[src/rtl/attn_pkg.sv]
package attn_pkg;

  typedef enum logic [1:0] {
    GRP_MM = 2'd0,
    GRP_MS = 2'd1,
    GRP_SM = 2'd2,
    GRP_SS = 2'd3
  } plane_grp_t;

  function automatic logic grp_is_negative(input plane_grp_t g);
    return (g == GRP_MS) || (g == GRP_SM);
  endfunction

endpackage

[src/rtl/weight_store.sv]
module weight_store #(
  parameter int N  = 8,
  parameter int DW = 8
) (
  input  logic                  clk,
  input  logic                  wr_en,
  input  logic [$clog2(N)-1:0]  wr_row,
  input  logic [N*DW-1:0]       wr_data,
  output logic [N*N*DW-1:0]     rd_rows
);

  logic [N*DW-1:0] mem [N];

  always_ff @(posedge clk) begin
    if (wr_en) mem[wr_row] <= wr_data;
  end

  for (genvar r = 0; r < N; r++) begin : g_rd
    assign rd_rows[r*N*DW +: N*DW] = mem[r];
  end

endmodule

[src/rtl/plane_sched.sv]
module plane_sched #(
  parameter int N  = 8,
  parameter int DW = 8
) (
  input  logic                  clk,
  input  logic                  rst,
  input  logic                  load,
  input  logic [N*DW-1:0]       x_vec,
  input  logic [N*DW-1:0]       y_vec,
  input  logic                  step,
  output logic                  found,
  output logic [$clog2(DW)-1:0] pick_a,
  output logic [$clog2(DW)-1:0] pick_b
);

  localparam int BW = $clog2(DW);
  localparam int PAIRS = DW * DW;

  logic [DW-1:0]    x_plane_nz, y_plane_nz;
  logic [PAIRS-1:0] pair_mask, pending;
  logic [2*BW-1:0]  idx;

  for (genvar p = 0; p < DW; p++) begin : g_plane
    logic [N-1:0] xb, yb;
    for (genvar e = 0; e < N; e++) begin : g_elem
      assign xb[e] = x_vec[e*DW + p];
      assign yb[e] = y_vec[e*DW + p];
    end
    assign x_plane_nz[p] = |xb;
    assign y_plane_nz[p] = |yb;
  end

  for (genvar b = 0; b < DW; b++) begin : g_pb
    for (genvar a = 0; a < DW; a++) begin : g_pa
      assign pair_mask[b*DW + a] = y_plane_nz[b] & x_plane_nz[a];
    end
  end

  always_comb begin
    found = 1'b0;
    idx   = '0;
    for (int k = PAIRS - 1; k >= 0; k--) begin
      if (pending[k]) begin
        found = 1'b1;
        idx   = (2*BW)'(k);
      end
    end
  end

  assign pick_a = idx[BW-1:0];
  assign pick_b = idx[2*BW-1:BW];

  always_ff @(posedge clk) begin
    if (rst)                pending <= '0;
    else if (load)          pending <= pair_mask;
    else if (step && found) pending[idx] <= 1'b0;
  end

  // every productive step retires exactly one plane pair
  a_r6_one_pair_per_step: assert property (@(posedge clk) disable iff (rst)
    (step && found && !load) |=> ($countones(pending) == $countones($past(pending)) - 1));

  // a load never enqueues work for an all-zero vector
  a_r7_zero_no_work: assert property (@(posedge clk) disable iff (rst)
    (load && (x_vec == '0 || y_vec == '0)) |=> !found);

endmodule

[src/rtl/gated_rowsum.sv]
module gated_rowsum #(
  parameter int N    = 8,
  parameter int DW   = 8,
  parameter int RS_W = 15
) (
  input  logic [N*N*DW-1:0]        rows,
  input  logic [N*DW-1:0]          x_vec,
  input  logic [N*DW-1:0]          y_vec,
  input  logic [$clog2(DW)-1:0]    a_sel,
  input  logic [$clog2(DW)-1:0]    b_sel,
  output logic signed [RS_W-1:0]   total
);

  logic [N-1:0] row_en, col_en;
  logic signed [RS_W-1:0] row_part [N];

  for (genvar e = 0; e < N; e++) begin : g_en
    assign row_en[e] = x_vec[e*DW + int'(a_sel)];
    assign col_en[e] = y_vec[e*DW + int'(b_sel)];
  end

  for (genvar i = 0; i < N; i++) begin : g_row
    always_comb begin
      row_part[i] = '0;
      if (row_en[i]) begin
        for (int j = 0; j < N; j++) begin
          if (col_en[j]) begin
            row_part[i] = row_part[i] +
              RS_W'($signed(rows[(i*N + j)*DW +: DW]));
          end
        end
      end
    end
  end

  always_comb begin
    total = '0;
    for (int i = 0; i < N; i++) total = total + row_part[i];
  end

endmodule

[src/rtl/attn_score_engine.sv]
module attn_score_engine
  import attn_pkg::*;
#(
  parameter int N     = 8,
  parameter int DW    = 8,
  parameter int ACC_W = 40
) (
  input  logic                     clk,
  input  logic                     rst,
  input  logic                     wr_en,
  input  logic [$clog2(N)-1:0]     wr_row,
  input  logic [N*DW-1:0]          wr_data,
  input  logic                     in_valid,
  output logic                     in_ready,
  input  logic [N*DW-1:0]          in_x,
  input  logic [N*DW-1:0]          in_y,
  output logic                     out_valid,
  output logic signed [ACC_W-1:0]  out_score
);

  localparam int BW     = $clog2(DW);
  localparam int RS_W   = DW + 2*$clog2(N) + 1;
  localparam int SAFE_W = 2*DW + RS_W;

  logic                     busy;
  logic [N*DW-1:0]          x_q, y_q;
  logic [N*N*DW-1:0]        rows;
  logic                     found;
  logic [BW-1:0]            pick_a, pick_b;
  logic signed [RS_W-1:0]   rsum;
  logic signed [ACC_W-1:0]  acc, term;
  plane_grp_t               grp;
  logic                     accept;

  assign in_ready = !busy;
  assign accept   = in_valid && !busy;

  weight_store #(.N(N), .DW(DW)) u_store (
    .clk(clk), .wr_en(wr_en), .wr_row(wr_row), .wr_data(wr_data),
    .rd_rows(rows)
  );

  plane_sched #(.N(N), .DW(DW)) u_sched (
    .clk(clk), .rst(rst), .load(accept), .x_vec(in_x), .y_vec(in_y),
    .step(busy), .found(found), .pick_a(pick_a), .pick_b(pick_b)
  );

  gated_rowsum #(.N(N), .DW(DW), .RS_W(RS_W)) u_rowsum (
    .rows(rows), .x_vec(x_q), .y_vec(y_q), .a_sel(pick_a), .b_sel(pick_b),
    .total(rsum)
  );

  always_comb begin
    grp = plane_grp_t'({pick_b == BW'(DW-1), pick_a == BW'(DW-1)});
    term = ACC_W'(rsum) <<< (int'(pick_a) + int'(pick_b));
    if (grp_is_negative(grp)) term = -term;
  end

  always_ff @(posedge clk) begin
    if (rst) begin
      busy      <= 1'b0;
      acc       <= '0;
      out_valid <= 1'b0;
      out_score <= '0;
      x_q       <= '0;
      y_q       <= '0;
    end else begin
      out_valid <= 1'b0;
      if (accept) begin
        busy <= 1'b1;
        acc  <= '0;
        x_q  <= in_x;
        y_q  <= in_y;
      end else if (busy) begin
        if (found) begin
          acc <= acc + term;
        end else begin
          busy      <= 1'b0;
          out_valid <= 1'b1;
          out_score <= acc;
        end
      end
    end
  end

  a_r4_ready_drops: assert property (@(posedge clk) disable iff (rst)
    (in_valid && in_ready) |=> !in_ready);

  a_r4_ready_with_result: assert property (@(posedge clk) disable iff (rst)
    out_valid |-> in_ready);

  a_r5_single_pulse: assert property (@(posedge clk) disable iff (rst)
    out_valid |=> !out_valid);

  a_r5_score_holds: assert property (@(posedge clk) disable iff (rst)
    !out_valid |-> $stable(out_score));

  a_r8_operands_frozen: assert property (@(posedge clk) disable iff (rst)
    busy |=> ($stable(x_q) && $stable(y_q)));

  a_r3_no_overflow: assert property (@(posedge clk) disable iff (rst)
    busy |-> ((acc[ACC_W-1:SAFE_W-1] == '0) || (&acc[ACC_W-1:SAFE_W-1])));

endmodule

[config.mk]
export PLATFORM = sky130hd
export DESIGN_NAME = attn_score_engine
export DESIGN_NICKNAME = d
export VERILOG_FILES = /design/src/rtl/attn_pkg.sv /design/src/rtl/weight_store.sv /design/src/rtl/plane_sched.sv /design/src/rtl/gated_rowsum.sv /design/src/rtl/attn_score_engine.sv
export SDC_FILE = /design/constraint.sdc
export NUM_CORES = 2
export LEC_CHECK = 0
export BUFFER_PORTS_ARGS = -buffer_cell sky130_fd_sc_hd__buf_2
export CAP_MARGIN = 20
export CORE_MARGIN = 2
export CORE_UTILIZATION = 55
export CTS_CLUSTER_SIZE = 14
export DETAILED_ROUTE_END_ITERATION = 10
export PLACE_DENSITY_LB_ADDON = 0.25
export SLEW_MARGIN = 25
export SYNTH_ARGS = -nofsm -noshare
export SYNTH_HDL_FRONTEND = slang
export SYNTH_SLANG_ARGS = --single-unit
[constraint.sdc]
create_clock -name clk -period 21.4 [get_ports clk]
set_clock_uncertainty 0.1 [all_clocks]
set_input_delay 3.21 -clock clk [delete_from_list [all_inputs] [get_ports clk]]
set_output_delay 3.21 -clock clk [all_outputs]
set_load 0.01 [all_outputs]
==> results by stage <==
Run status:
- The flow ran to the end, and the final reports show no timing, DRC or antenna violations.

Finish:
- The layout net count is 9977.
- The sequential cells in the finished layout cover a total of 0.0209 mm2.
- The share of cells above drive strength 1 is 0.0865.
- In the final layout, the multi-input gates occupy 0.0493 mm2.
- After filler insertion, the fill cell instance count of the layout stands at 11.4k.
- Relative to the synthesized area, the layout overhead comes to 9.22%.

Floorplanning:
- The initialized floorplan defines 133 standard-cell rows.
- The placeable core area is 0.132 mm2.
- The die is 369 um wide.
- 241 I/O pins were placed.
- The floorplan step set the die height to 369 um.
- The die covers 0.136 mm2.
- The initial core utilization is 0.556.

Timing:
- In this run the tightest slew margin relative to its limit is 0.247.
- The tightest hold path in the finished design has a slack of 0.350 ns.
- The count of endpoints failing hold in the final timing report is 0.
- The post-route minimum period is 20.33 ns.
- The pin slew with the least headroom to its limit is 1.12 ns.
- The final number of max-transition violations came to 0.
- For the final routed database, the setup TNS stands at 0 ns.
- Based on the critical path, the design can be clocked at up to 49.2 MHz.
- Setup violations remaining at the end of the flow were counted as 0.
- The post-route clock period utilization is 0.950.

Placement:
- The last weighted congestion value of the routability-driven placer is 1.02.
- The count of buffers added on input and output ports is 240.
- The HPWL after detailed placement is 187 mm.

Yosys:
- In the post-synthesis netlist, the biggest area contributors are sky130_fd_sc_hd__edfxtp_1 (21%), sky130_fd_sc_hd__ha_1 (14%), sky130_fd_sc_hd__a21oi_1 (7.5%).
- The total of warnings raised by yosys is 0.
- The sequential cell area fraction in the yosys report is 0.284.
- Of all flip-flops after synthesis, the portion carrying an async set or reset was 0.
- In this run, synthesis produced a sequential element count of 786.
- The average instance in the mapped netlist occupies 8.44 um2.
- The share of synthesized area in the top cell type comes to 0.210.
- After synthesis, the most frequently instantiated cells are sky130_fd_sc_hd__a21oi_1 (1097), sky130_fd_sc_hd__nand2_1 (891), sky130_fd_sc_hd__ha_1 (803).
- The synthesized instance count is 8692.
- The mapped netlist covers 0.0733 mm2.
- The count of cell types in the netlist is 114.
- The net count after synthesis is 9833.
- In the synthesized netlist the dominant register cell turns out to be sky130_fd_sc_hd__edfxtp_1.
- Yosys mapped a number of flops with a built-in enable equal to 512.
- The most used standard cell by instance count after synthesis is sky130_fd_sc_hd__a21oi_1.
- The biggest area contributor in the post-synthesis netlist is sky130_fd_sc_hd__edfxtp_1.

CTS:
- Clock-pin slew was measured on the worst setup and hold paths at 0.06 ns.
- The longest clock path from root to sink contains 3 buffers.
- The number of hold buffers added after CTS was 0.
- Counting the buffers created by CTS gives 95.
- In this run the number of H-tree levels came out at 3.
- The cell chosen for the clock root is sky130_fd_sc_hd__clkbuf_16.
- The count of clock tree sinks is 786.
- TritonCTS built the clock tree.
- The clock insertion delay at the later pin of the skew report is 0.73 ns.

Routing:
- The detail route stage leaves a number of antenna-violating nets equal to 0.
- The wire length after detailed routing is 244 mm.
- The post-detailed-route DRC marker count is 0.
- The total number of vias is 66.3k.
- The wire length per cell after detailed routing is 22.8 um.
- The detail-routed via count per cell is 6.20.
- The first-iteration detailed-routing DRC count is 6511.
- The number of iterations in the first detailed-routing pass is 6.

Critical path:
- The worst setup path is launched from a flop.
- The startpoint identified for the worst register-to-register timing path is u_sched.pending[48]$_SDFFE_PP0P_.
- In this design, the stage delay of the slowest critical-path cell is 0.70 ns.
- The element type at the critical path end is a flop.
- The largest individual stage delay along the critical path comes from the cell sky130_fd_sc_hd__o41ai_1.
- The cell repeated most along the worst path is sky130_fd_sc_hd__a21oi_1.
- The critical path class is flop to flop.
- STA puts the critical path data arrival time at 20.90 ns.
- The number of cells traversed by the worst register-to-register path is 83.
- Data on the critical path is required at its endpoint by 21.97 ns.
- In this run the critical register-to-register path is captured at acc[38]$_SDFFE_PP0P_.
- The largest fanout of any net on the critical path is 20.
- The worst setup slack for register-to-register paths is 1.07 ns.

Min path:
- The capture endpoint of the worst hold path is out_score[33]$_SDFFE_PP0P_.
- The classification of the worst-slack hold path is flop to flop.
- The cell depth of the worst min-delay path is 2.
- The startpoint identified for the worst hold timing path is out_score[33]$_SDFFE_PP0P_.

Global route:
- The total global-route track usage is 0.346.
- The number of antenna violations at the first check in global routing is 26.
- The total congestion overflow is 0.
- The number of global-route vias before repair is 63.4k.
- Entering global routing, the biggest net connects 120 pins.
- The first global-routing pass estimated 365 mm of wire.

Flow run:
- The number of violations of the max-capacitance limit is 0.
through the flow:
stage | util | cell area (um2) | setup slack [ns] | std cells
2_1_floorplan | - | 73300 | 3.94 | 8692
3_3_place_gp | 0.580 | 76500 | 0.901 | 10483
3_5_place_dp | 0.580 | 76500 | 0.555 | 10484
4_1_cts | 0.605 | 79800 | 0.499 | 10660
5_1_grt | 0.607 | 80100 | -0.0636 | 10681
6_report | 0.607 | 80100 | 1.07 | 10686
critical path, delay by kind of cell (launching register included):
| family | cells | cell delay (ns) |
|---|---|---|
| AND/OR/NAND/NOR | 18 | 3.90 |
| XOR/XNOR | 8 | 1.35 |
| buffers and inverters | 5 | 0.66 |
| multiplexers | 3 | 0.91 |
| flip-flops | 1 | 0.34 |
| adder cells (fa/ha/maj) | 14 | 5.15 |
| AO/OA/AOI/OAI | 35 | 7.83 |
kinds of logic after synthesis:
| group | after synthesis | share of synthesized area |
|---|---|---|
| compound gates | 2495 | 0.210 |
| flops | 786 | 0.284 |
| simple gates | 2614 | 0.164 |
| buf+inv | 951 | 0.0492 |
| fa+ha+maj | 945 | 0.175 |
| xor+xnor | 678 | 0.0840 |
| mux | 223 | 0.0330 |
placed cells by master (no fill, tap or decap), types with 112 or more instances in the layout:
master | netlist | routed
sky130_fd_sc_hd__fa_1 | 139 | 138
sky130_fd_sc_hd__o21bai_1 | 230 | 230
sky130_fd_sc_hd__ha_1 | 803 | 802
sky130_fd_sc_hd__a21oi_1 | 1097 | 1088
sky130_fd_sc_hd__a21o_1 | 125 | 123
sky130_fd_sc_hd__nand3_1 | 139 | 139
sky130_fd_sc_hd__buf_2 | 12 | 239
sky130_fd_sc_hd__xnor2_1 | 462 | 461
sky130_fd_sc_hd__xor2_1 | 200 | 200
sky130_fd_sc_hd__mux2_2 | 141 | 141
sky130_fd_sc_hd__edfxtp_1 | 512 | 512
sky130_fd_sc_hd__nand2_1 | 891 | 890
sky130_fd_sc_hd__nand2b_1 | 112 | 112
sky130_fd_sc_hd__inv_1 | 666 | 666
sky130_fd_sc_hd__nor3_1 | 166 | 162
sky130_fd_sc_hd__o21ai_0 | 422 | 418
sky130_fd_sc_hd__nor2_1 | 796 | 788
sky130_fd_sc_hd__dfxtp_1 | 274 | 274
what timing repair did:
| item | CTS | global route |
|---|---|---|
| resized for setup | 0 | 37 |
| setup endpoints to repair | 0 | 14 |
| buffers inserted | 0 | 7 |
how the worst max path moves through the flow:
stage	end	start	slack (ns)
3_3_place_gp	acc[39]$_SDFFE_PP0P_	u_sched.pending[56]$_SDFFE_PP0P_	0.90
5_1_grt	acc[39]$_SDFFE_PP0P_	u_sched.pending[49]$_SDFFE_PP0P_	-0.06
3_5_place_dp	acc[38]$_SDFFE_PP0P_	u_sched.pending[56]$_SDFFE_PP0P_	0.56
6_report	acc[38]$_SDFFE_PP0P_	u_sched.pending[48]$_SDFFE_PP0P_	1.07
2_1_floorplan	acc[39]$_SDFFE_PP0P_	u_sched.pending[48]$_SDFFE_PP0P_	3.94
4_1_cts	acc[38]$_SDFFE_PP0P_	u_sched.pending[56]$_SDFFE_PP0P_	0.50
final cells by class:
type,count,area share
antenna,16,0.000500
clock inverter,60,0.00847
clock buffer,116,0.0321
sequential,786,0.260
inverter,667,0.0313
multi-input combinational,6957,0.616
tap,1755,0.0274
timing repair buffer,329,0.0242
registers in the layout (all words and copies together) (netlist names):
name and cells:
out_valid 1, u_store.mem 512, x_q 64, acc 40, busy 1, out_score 40
u_sched.pending 64, y_q 64
layer usage:
metal  wire (um)  global-route usage  share of wire
met2      111000               0.565           0.46
met1       97300               0.438           0.40
met3       21300              0.0656          0.087
met4       13600               0.176          0.056
met5           0                   0              0
Power is left out: the tool's default activity adds up to more than one toggle a clock period on the data nets, which glitch-free logic cannot reach.
